## config.mk

```make
export PLATFORM = sky130hd
export DESIGN_NAME = csd_decoder
export DESIGN_NICKNAME = d
export VERILOG_FILES = /design/src/rtl/csd_pkg.sv /design/src/rtl/csd_classify.sv /design/src/rtl/csd_repair.sv /design/src/rtl/csd_decoder.sv
export SDC_FILE = /design/constraint.sdc
export NUM_CORES = 1
export LEC_CHECK = 0
export CAP_MARGIN = 20
export CORE_MARGIN = 3
export CORE_UTILIZATION = 51
export DETAILED_ROUTE_END_ITERATION = 12
export GPL_ROUTABILITY_DRIVEN = 0
export GPL_TIMING_DRIVEN = 0
export PLACE_DENSITY = 0.76
export SYNTH_ARGS = -nofsm -noshare
export SYNTH_HDL_FRONTEND = slang
export SYNTH_SLANG_ARGS = --single-unit
export TNS_END_PERCENT = 100
```

## constraint.sdc

```tcl
create_clock -name clk -period 6.1 [get_ports clk]
set_input_delay 0.61 -clock clk [delete_from_list [all_inputs] [get_ports clk]]
set_output_delay 0.61 -clock clk [all_outputs]
set_load 0.02 [all_outputs]
```

## src/rtl/csd_pkg.sv

```systemverilog
package csd_pkg;
  parameter int CH_N     = 3;                     // parallel channels
  parameter int SYM_W    = 4;                     // wires per channel
  parameter int ONES     = 2;                     // high wires per legal symbol
  parameter int TRIT_W   = 2;
  parameter int LOW_W    = 3;                     // bits carried by index pair
  parameter int MAP_MAX  = 7;                     // largest mapped 3*t0+t1
  localparam int DATA_W  = LOW_W + CH_N;
  localparam int WIRE_W  = CH_N * SYM_W;
  localparam int CNT_W   = $clog2(CH_N + 1);
  localparam int IDX_W   = $clog2(CH_N);
  localparam int WGT_W   = $clog2(SYM_W + 1);
  localparam int CODE_W  = 4;

  typedef struct packed {
    logic [SYM_W-1:0]  sym;
    logic              ok;
    logic [TRIT_W-1:0] subset;
    logic              hi;
  } ch_info_t;

  function automatic logic [WGT_W-1:0] sym_weight(logic [SYM_W-1:0] s);
    logic [WGT_W-1:0] n;
    n = '0;
    for (int b = 0; b < SYM_W; b++) n = n + {{(WGT_W-1){1'b0}}, s[b]};
    return n;
  endfunction

  function automatic logic [WGT_W-1:0] hamming(logic [SYM_W-1:0] a, logic [SYM_W-1:0] b);
    return sym_weight(a ^ b);
  endfunction

  // lower member of each pair has bit 3 clear
  function automatic logic [SYM_W-1:0] low_member(logic [TRIT_W-1:0] t);
    case (t)
      2'd0:    return 4'b0011;
      2'd1:    return 4'b0101;
      default: return 4'b0110;
    endcase
  endfunction

  function automatic logic [TRIT_W-1:0] sym_subset(logic [SYM_W-1:0] s);
    logic [SYM_W-1:0] lo;
    lo = s[SYM_W-1] ? ~s : s;
    case (lo)
      4'b0011: return 2'd0;
      4'b0101: return 2'd1;
      default: return 2'd2;
    endcase
  endfunction

  function automatic logic [TRIT_W-1:0] trit_add(logic [TRIT_W-1:0] a, logic [TRIT_W-1:0] b);
    logic [TRIT_W:0] s;
    s = {1'b0, a} + {1'b0, b};
    if (s >= 3'd3) s = s - 3'd3;
    return s[TRIT_W-1:0];
  endfunction

  function automatic logic [TRIT_W-1:0] trit_neg(logic [TRIT_W-1:0] a);
    return (a == 2'd0) ? 2'd0 : (2'd3 - a);
  endfunction
endpackage

```

## src/rtl/csd_classify.sv

```systemverilog
module csd_classify
  import csd_pkg::*;
(
  input  logic [SYM_W-1:0] sym,
  output ch_info_t         info
);
  logic [WGT_W-1:0] wgt;

  always_comb begin
    wgt         = sym_weight(sym);
    info.sym    = sym;
    info.ok     = (wgt == WGT_W'(ONES));
    info.subset = sym_subset(sym);
    info.hi     = sym[SYM_W-1];
  end
endmodule

```

## src/rtl/csd_repair.sv

```systemverilog
module csd_repair
  import csd_pkg::*;
(
  input  ch_info_t            info [CH_N],
  output logic [DATA_W-1:0]   data,
  output logic                corrected,
  output logic                uncorr,
  output logic [CNT_W-1:0]    nbad,
  output logic [IDX_W-1:0]    bad_idx,
  output logic                sum_ok,
  output logic                tie,
  output logic                unmapped,
  output logic [TRIT_W-1:0]   fix_sub,
  output logic                fix_hi
);
  logic [TRIT_W-1:0] sum_all, others, t0, t1;
  logic [SYM_W-1:0]  bad_sym, lo_m;
  logic [WGT_W-1:0]  d_lo, d_hi;
  logic [CODE_W-1:0] code;
  logic              single;
  logic [CH_N-1:0]   hi_use;

  always_comb begin
    nbad    = '0;
    bad_idx = '0;
    sum_all = '0;
    others  = '0;
    bad_sym = '0;
    for (int i = CH_N - 1; i >= 0; i--)
      if (!info[i].ok) bad_idx = IDX_W'(i);
    for (int i = 0; i < CH_N; i++) begin
      nbad    = nbad + {{(CNT_W-1){1'b0}}, ~info[i].ok};
      sum_all = trit_add(sum_all, info[i].subset);
      if (IDX_W'(i) != bad_idx) others = trit_add(others, info[i].subset);
      else                      bad_sym = info[i].sym;
    end
    sum_ok  = (sum_all == '0);
    single  = (nbad == CNT_W'(1));
    // checksum restores the lost pair index
    fix_sub = trit_neg(others);
    lo_m    = low_member(fix_sub);
    d_lo    = hamming(bad_sym, lo_m);
    d_hi    = hamming(bad_sym, ~lo_m);
    tie     = (d_lo == d_hi);
    fix_hi  = (d_hi < d_lo);

    t0 = (single && bad_idx == IDX_W'(0)) ? fix_sub : info[0].subset;
    t1 = (single && bad_idx == IDX_W'(1)) ? fix_sub : info[1].subset;
    for (int i = 0; i < CH_N; i++)
      hi_use[i] = (single && bad_idx == IDX_W'(i)) ? fix_hi : info[i].hi;

    code     = {2'b00, t0} * CODE_W'(3) + {2'b00, t1};
    unmapped = (code > CODE_W'(MAP_MAX));

    uncorr    = (nbad > CNT_W'(1)) || (single && tie) ||
                (nbad == '0 && !sum_ok) || unmapped;
    corrected = single && !uncorr;
    data      = uncorr ? '0 : {hi_use, code[LOW_W-1:0]};
  end
endmodule

```

## src/rtl/csd_decoder.sv

```systemverilog
module csd_decoder
  import csd_pkg::*;
(
  input  logic                clk,
  input  logic                rst_n,
  input  logic                in_valid,
  input  logic [WIRE_W-1:0]   in_wires,
  output logic                out_valid,
  output logic [DATA_W-1:0]   out_data,
  output logic                out_corrected,
  output logic                out_uncorr
);
  ch_info_t cls     [CH_N];
  ch_info_t s1_info [CH_N];
  logic     s1_valid;

  // stage 1: per-channel weight and pair classification
  for (genvar g = 0; g < CH_N; g++) begin : g_ch
    csd_classify u_cls (
      .sym  (in_wires[g*SYM_W +: SYM_W]),
      .info (cls[g])
    );
  end

  always_ff @(posedge clk) begin
    if (!rst_n) begin
      s1_valid <= 1'b0;
      for (int i = 0; i < CH_N; i++) s1_info[i] <= '0;
    end else begin
      s1_valid <= in_valid;
      for (int i = 0; i < CH_N; i++) s1_info[i] <= cls[i];
    end
  end

  // stage 2: repair and data recovery
  logic [DATA_W-1:0] rep_data;
  logic              rep_corr, rep_unc, rep_sum_ok, rep_tie, rep_unmapped, rep_fix_hi;
  logic [CNT_W-1:0]  rep_nbad;
  logic [IDX_W-1:0]  rep_bad_idx;
  logic [TRIT_W-1:0] rep_fix_sub;

  csd_repair u_rep (
    .info      (s1_info),
    .data      (rep_data),
    .corrected (rep_corr),
    .uncorr    (rep_unc),
    .nbad      (rep_nbad),
    .bad_idx   (rep_bad_idx),
    .sum_ok    (rep_sum_ok),
    .tie       (rep_tie),
    .unmapped  (rep_unmapped),
    .fix_sub   (rep_fix_sub),
    .fix_hi    (rep_fix_hi)
  );

  always_ff @(posedge clk) begin
    if (!rst_n || !s1_valid) begin
      out_valid     <= 1'b0;
      out_data      <= '0;
      out_corrected <= 1'b0;
      out_uncorr    <= 1'b0;
    end else begin
      out_valid     <= 1'b1;
      out_data      <= rep_data;
      out_corrected <= rep_corr;
      out_uncorr    <= rep_unc;
    end
  end


  in_to_stage_chk: assert property (@(posedge clk) disable iff (!rst_n)
    in_valid |=> s1_valid);

  stage_to_out_chk: assert property (@(posedge clk) disable iff (!rst_n)
    s1_valid |=> out_valid);

  no_spurious_out_chk: assert property (@(posedge clk) disable iff (!rst_n)
    !s1_valid |=> !out_valid);

  corr_single_chk: assert property (@(posedge clk) disable iff (!rst_n)
    out_corrected |-> $past(rep_nbad) == CNT_W'(1));

  tie_unc_chk: assert property (@(posedge clk) disable iff (!rst_n)
    (s1_valid && rep_nbad == CNT_W'(1) && rep_tie) |=> out_uncorr);

  multi_bad_chk: assert property (@(posedge clk) disable iff (!rst_n)
    (s1_valid && rep_nbad > CNT_W'(1)) |=> out_uncorr);

  sum_fail_chk: assert property (@(posedge clk) disable iff (!rst_n)
    (s1_valid && rep_nbad == '0 && !rep_sum_ok) |=> out_uncorr);

  unmapped_chk: assert property (@(posedge clk) disable iff (!rst_n)
    (s1_valid && rep_unmapped) |=> (out_uncorr && !out_corrected));

  flags_excl_chk: assert property (@(posedge clk) disable iff (!rst_n)
    !(out_corrected && out_uncorr));

  unc_data_zero_chk: assert property (@(posedge clk) disable iff (!rst_n)
    out_uncorr |-> out_data == '0);

  idle_quiet_chk: assert property (@(posedge clk) disable iff (!rst_n)
    !out_valid |-> (out_data == '0 && !out_corrected && !out_uncorr));
endmodule

```

==> results of run 1 <==
==> worst max-delay path by stage <==
stage                start           to  slack (ns)  depth (start not counted)
2_1_floorplan  s1_info[11]  out_data[3]        0.30                         28
3_3_place_gp   s1_info[11]  out_data[4]       -0.20                         28
3_5_place_dp   s1_info[11]  out_data[4]       -0.30                         28
4_1_cts        s1_info[19]  out_data[4]       0.007                         26
5_1_grt         s1_info[3]  out_data[4]       -0.20                         28
6_report        s1_info[3]  out_data[4]        0.09                         28
==> where the power goes <==
group	internal [W]	switching (W)
Clock	0.0000883	0.0000720
Combinational	0.000252	0.000256
Sequential	0.000213	0.00000918
Total	0.000553	0.000337
==> metrics by stage <==
step / hold slack [ns] / setup TNS, ns / utilization
final: 0.504 / 0 / 0.684
after floorplan: 0.440 / 0 / -
after global placement: 0.486 / -1.05 / 0.608
after detailed placement: 0.496 / -1.72 / 0.608
after CTS: 0.514 / 0 / 0.637
after global routing: 0.533 / -1.24 / 0.684
==> sequential cells by signal (all words and copies together), names as in the netlist <==
signal / flops
out_uncorr: 1
out_data: 6
s1_info: 21
s1_valid: 1
out_valid: 1
out_corrected: 1
==> cells in the final DEF, fill, tap and decap left out, types with 5 or more instances in the layout <==
master | Yosys | routed
xor2_1 | 9 | 9
and2_1 | 13 | 13
clkbuf_8 | 0 | 6
mux2i_1 | 5 | 5
nor2_1 | 15 | 10
buf_4 | 0 | 8
clkdlybuf4s50_1 | 0 | 23
dfxtp_1 | 31 | 27
inv_1 | 25 | 24
fa_1 | 12 | 9
ha_1 | 27 | 19
ha_4 | 0 | 5
a21oi_1 | 6 | 5
==> critical path, delay by kind of cell, from the launching register on <==
kind	cells	cell delay, ns
AOI/OAI and AO/OA	3	0.40
xor gates and xnor gates	1	0.16
adders and majority gates	11	3.11
buffers and inverters	2	0.16
DFF	1	0.36
muxes	1	0.19
and+or+nand+nor	10	1.57
==> cell type report <==
type,count,area [µm²]
clock buffer,6,82.6
sequential,31,631
multi-input combinational,153,1570
buffer,3,18.8
tap,50,62.6
fill,310,1270
timing repair buffer,31,290
clock inverter,1,5.00
inverter,25,93.8
==> kinds of logic (layout without fill, tap and decap cells) <==
logic type      count (synthesis)  after routing  synth area share
fa+ha+maj                      39             39             0.268
simple gates                   65             65             0.177
xor+xnor                       12             12            0.0488
mux                            16             16             0.102
buf+inv                        28             66            0.0522
flops                          31             31             0.288
compound gates                 21             21            0.0644
==> routing by layer <==
layer  share of wire  global-route usage
met1            0.45               0.219
met2            0.50               0.292
met3           0.035              0.0469
met4           0.017              0.0626
met5               0                   0
==> repair_timing <==
item                       CTS  global route
setup buffers                2             6
setup endpoints to repair    8             8
pin swaps                    1            23
resized for setup            6            32
hold buffers                 0             0
==> impl_metrics.env, run 1 <==
export IMPL_synth_top_area_share=0.288
export IMPL_root_buffer="clkbuf_8"
export IMPL_wl_per_cell_um=14.1
export IMPL_leakage_nw=1.21
export IMPL_crit_slowest_cell="fa_2"
export IMPL_min_path_type="reg2reg"
export IMPL_io_buffers=23
export IMPL_yosys_area_top_type="dfxtp_1"
export IMPL_hold_viol=0
export IMPL_syn_inst=212
export IMPL_cts_made_buffers=5
export IMPL_drive_gt1_frac=0.232
export IMPL_coreArea_um2=4030
export IMPL_rows=23
export IMPL_ys_types=38
export IMPL_insertion_delay_ns=0.28
export IMPL_crit_fanout=5
export IMPL_yosysMostFrequentCell="dfxtp_1"
export IMPL_synthTopCellsByCount="31 x dfxtp_1, 27 x ha_1, 25 x inv_1"
export IMPL_async_flop_share=0
export IMPL_grt_pass1_vias=1546
export IMPL_start_util=0.535
export IMPL_critPathMaxStageDelay_ns=0.46
export IMPL_grt_pass1_wl_um=6840
export IMPL_die_x_um=71.0
export IMPL_cp_end_kind="flop"
export IMPL_htree_levels=2
export IMPL_setup_worst_path_class="reg2reg"
export IMPL_syn_num_nets=266
export IMPL_syn_area_per_cell_um2=10.2
export IMPL_fmax_mhz=166
export IMPL_hpwl_um=3210
export IMPL_relSlewSlack=0.714
export IMPL_ys_flop_type="dfxtp_1"
export IMPL_period_minus_slack_ns=6.01
export IMPL_worst_pin_slew_ns=0.426
export IMPL_antenna_cells=0
export IMPL_maxCapViolCount=0
export IMPL_grt_antenna_before_repair=0
export IMPL_yosys_warnings=0
export IMPL_drt_iter0_drc=85
export IMPL_placed_area_um2=2450
export IMPL_grt_max_degree=11
export IMPL_min_delay_start="s1_valid"
export IMPL_fin_skew_ns=0.00318
export IMPL_total_power_w=0.000890
export IMPL_cts_buffer_depth=2
export IMPL_reg2reg_depth=28
export IMPL_finalSetupViolCount=0
export IMPL_grt_use_total=0.176
export IMPL_arrival_ns=6.23
export IMPL_drc=0
export IMPL_nets=304
export IMPL_ys_seq_elements=31
export IMPL_dp_cells=285
export IMPL_drt_total_wl_um=4240
export IMPL_via_per_inst=5.30
export IMPL_synth_edff_count=0
export IMPL_status="finished clean"
export IMPL_drv_slew=0
export IMPL_fin_crit_sh=0.985
export IMPL_cts_sinks=31
export IMPL_die_y_um=71.0
export IMPL_peakVddDrop_uv=151
export IMPL_p_per_area_nw_per_um2=323
export IMPL_reg2reg_slack_ns=0.09
export IMPL_ys_seq_area_frac=0.288
export IMPL_startpoint_type="flop"
export IMPL_dr_pass1_iters=4
export IMPL_pin_count=24
export IMPL_route_antenna_remaining_nets=0
export IMPL_r2r_start="s1_info[3]"
export IMPL_fin_ws_ns=0.0900
export IMPL_rsz0062_at_grt="true"
export IMPL_r2r_end="out_data[4]"
export IMPL_min_path_cells=2
export IMPL_dieArea_um2=5040
export IMPL_required_ns=6.32
export IMPL_crit_top_cell="ha_4"
export IMPL_synth_area_leaders="dfxtp_1 29%, ha_1 16%, fa_1 11%"
export IMPL_grt_overflow_total=0
export IMPL_synth_area_um2=2160
export IMPL_min_to="out_uncorr"
export IMPL_dp_slack_ns=-0.300
export IMPL_finalInstanceArea_um2=2760
export IMPL_area_delta_synth_final_pct=27.8
export IMPL_clk_pin_slew_ns=0.06
export IMPL_vias=1591
export IMPL_layout_cells_non_filler=300
export IMPL_tritoncts="built"
(Power assumes the default switching activity.)
==> run 2: changes to the inputs <==
ABC_AREA = 1   (was not set)
CORE_UTILIZATION = 45   (was 51)
PLACE_DENSITY = 0.68   (was 0.76)
==> run 2 against run 1 <==
Compared with the run above: sequential power about the same; critical path depth grew 7; combinational power grew 2%; final area up 3.8%; setup slack better by 0.20 ns; die area is 20% higher; clock power fell by 4%; fmax up 3.5%; final cell count grew 37%; area after synthesis rose by 7.5%; critical endpoint is now out_data[1]; largest power group unchanged.
==> impl_metrics.env, run 2 <==
export IMPL_status="finished clean"
export IMPL_ys_flop_type="dfxtp_1"
export IMPL_syn_num_nets=367
export IMPL_cts_buffer_depth=2
export IMPL_leakage_nw=1.42
export IMPL_wl_per_cell_um=10.9
export IMPL_dr_pass1_iters=5
export IMPL_nets=397
export IMPL_period_minus_slack_ns=5.81
export IMPL_cts_sinks=31
export IMPL_hold_buffers=0
export IMPL_largest_reg_flops=21
export IMPL_startpoint_type="flop"
export IMPL_fin_ws_ns=0.292
export IMPL_crit_slowest_cell="fa_1"
export IMPL_grt_use_total=0.163
export IMPL_synthTopCellsByCount="72 x nand2_1, 64 x inv_1, 31 x dfxtp_1"
export IMPL_drive_gt1_frac=0.163
export IMPL_largestRegisters="s1_info x21, out_data x6"
export IMPL_yosys_warnings=0
export IMPL_synth_area_um2=2320
export IMPL_htree_levels=2
export IMPL_fin_crit_sh=0.952
export IMPL_drc=0
export IMPL_grt_pass1_vias=1818
export IMPL_final_common_cell="nand2_1"
export IMPL_syn_area_per_cell_um2=7.40
export IMPL_route_antenna_remaining_nets=0
export IMPL_grt_pass1_wl_um=7800
export IMPL_insertion_delay_ns=0.29
export IMPL_required_ns=6.32
export IMPL_synth_top_area_share=0.268
export IMPL_die_x_um=77.8
export IMPL_dp_slack_ns=-0.166
export IMPL_antenna_cells=0
export IMPL_maxCapViolCount=0
export IMPL_p_per_area_nw_per_um2=314
export IMPL_hold_viol=0
export IMPL_largest_register="s1_info"
export IMPL_grt_max_degree=11
export IMPL_io_buffers=19
export IMPL_crit_top_cell="nand2_1"
export IMPL_root_buffer="clkbuf_8"
export IMPL_drv_slew=0
export IMPL_syn_inst=313
export IMPL_tns_ns=0
export IMPL_drt_total_wl_um=4470
export IMPL_drt_iter0_drc=63
export IMPL_async_flop_share=0
export IMPL_arrival_ns=6.03
export IMPL_min_path_type="reg2reg"
export IMPL_cts_made_buffers=5
export IMPL_ys_seq_elements=31
export IMPL_clk_pin_slew_ns=0.06
export IMPL_mostFrequentLayoutCells="67 x nand2_1, 63 x inv_1, 29 x dfxtp_1"
export IMPL_die_y_um=77.8
export IMPL_worst_pin_slew_ns=0.382
export IMPL_pin_count=24
export IMPL_via_per_inst=4.72
export IMPL_grt_antenna_before_repair=0
export IMPL_fmax_mhz=172
export IMPL_area_delta_synth_final_pct=23.4
export IMPL_yosysMostFrequentCell="nand2_1"
export IMPL_ys_seq_area_frac=0.268
export IMPL_rows=25
export IMPL_relSlewSlack=0.742
export IMPL_critPathMaxStageDelay_ns=0.59
export IMPL_coreArea_um2=4850
export IMPL_hpwl_um=3660
export IMPL_start_util=0.478
export IMPL_peakVddDrop_uv=136
export IMPL_synth_edff_count=0
export IMPL_tritoncts="built"
export IMPL_setup_worst_path_class="reg2reg"
export IMPL_grt_overflow_total=0
export IMPL_dieArea_um2=6050
export IMPL_finalSetupViolCount=0
export IMPL_fin_skew_ns=0.00638
export IMPL_crit_fanout=10
export IMPL_cp_end_kind="flop"
export IMPL_yosys_area_top_type="dfxtp_1"
export IMPL_synth_area_leaders="dfxtp_1 27%, ha_1 15%, nand2_1 12%"
export IMPL_vias=1938
export IMPL_ys_types=27
export IMPL_n_fill_cell=473
run 2: cell count changes in the layout (fill, tap and decap cells not counted), sizes merged, moves of 5 or more:
cell    previous run  this run
nand2              6        74
mux2               8         0
nand3              3        17
nor2              15        30
xor2               9         4
nand4              1         6
and2              13         0
mux2i              8         0
o21ai              3        12
o211ai             1         6
inv               25        68
run 2: kinds of logic (layout without fill, tap and decap cells):
logic type | count (synthesis) | after routing | share of synthesized area
fa+ha+maj | 39 | 39 | 0.249
buf+inv | 74 | 105 | 0.125
xor+xnor | 10 | 10 | 0.0378
compound gates | 24 | 24 | 0.0616
simple gates | 135 | 135 | 0.258
flops | 31 | 31 | 0.268
run 2: worst paths after layout:
kind,from,endpoint,slack [ns],depth (start not counted)
max,s1_info[11],out_data[1],0.29,35
min,s1_valid,out_uncorr,0.51,2
max reg2reg,s1_info[11],out_data[1],0.29,35
min reg2reg,s1_valid,out_uncorr,0.51,2
run 2: layer usage:
layer / global-route usage / wire, µm / share of wire
met4: 0.0641 / 42 / 0.0094
met3: 0.0441 / 250 / 0.056
met1: 0.189 / 1960 / 0.44
met2: 0.283 / 2210 / 0.49
met5: 0 / 0 / 0
run 2: stage by stage:
| step | area, µm² | total power, W | util | hold WS [ns] | cells |
|---|---|---|---|---|---|
| 4_1_cts | 2700 | 0.000814 | 0.556 | 0.502 | 408 |
| 3_5_place_dp | 2590 | 0.000654 | 0.534 | 0.488 | 399 |
| 2_1_floorplan | 2320 | 0.000559 | - | 0.421 | 313 |
| 3_3_place_gp | 2590 | 0.000646 | 0.534 | 0.485 | 399 |
| 5_1_grt | 2860 | 0.000993 | 0.590 | 0.546 | 411 |
| 6_report | 2860 | 0.000898 | 0.590 | 0.506 | 411 |
run 2: layout make-up:
class | instances | area, µm² | area share
multi-input combinational | 208 | 1550 | 0.543
sequential | 31 | 626 | 0.219
inverter | 68 | 258 | 0.0901
timing repair buffer | 23 | 220 | 0.0770
tap | 67 | 83.8 | 0.0293
clock buffer | 6 | 72.6 | 0.0254
buffer | 6 | 35.0 | 0.0122
clock inverter | 2 | 12.5 | 0.00437
run 2: what timing repair did:
| action | in CTS | in global routing |
|---|---|---|
| resized for setup | 4 | 32 |
| buffers inserted | 1 | 3 |
| setup endpoints to repair | 7 | 8 |
| pin swaps | 2 | 16 |
run 2: worst max-delay path, delay by kind of cell (launching register included):
| kind | cells | cell delay (ns) |
|---|---|---|
| AND/OR/NAND/NOR | 17 | 1.44 |
| AO/OA/AOI/OAI | 3 | 0.32 |
| buffers and inverters | 4 | 0.27 |
| flip-flops | 1 | 0.39 |
| adder cells (fa/ha/maj) | 11 | 3.32 |
run 2: power by group:
group | internal [W] | switching [W]
sequential | 0.000213 | 0.0000103
clock | 0.0000795 | 0.0000750
combinational | 0.000232 | 0.000288
total | 0.000524 | 0.000373
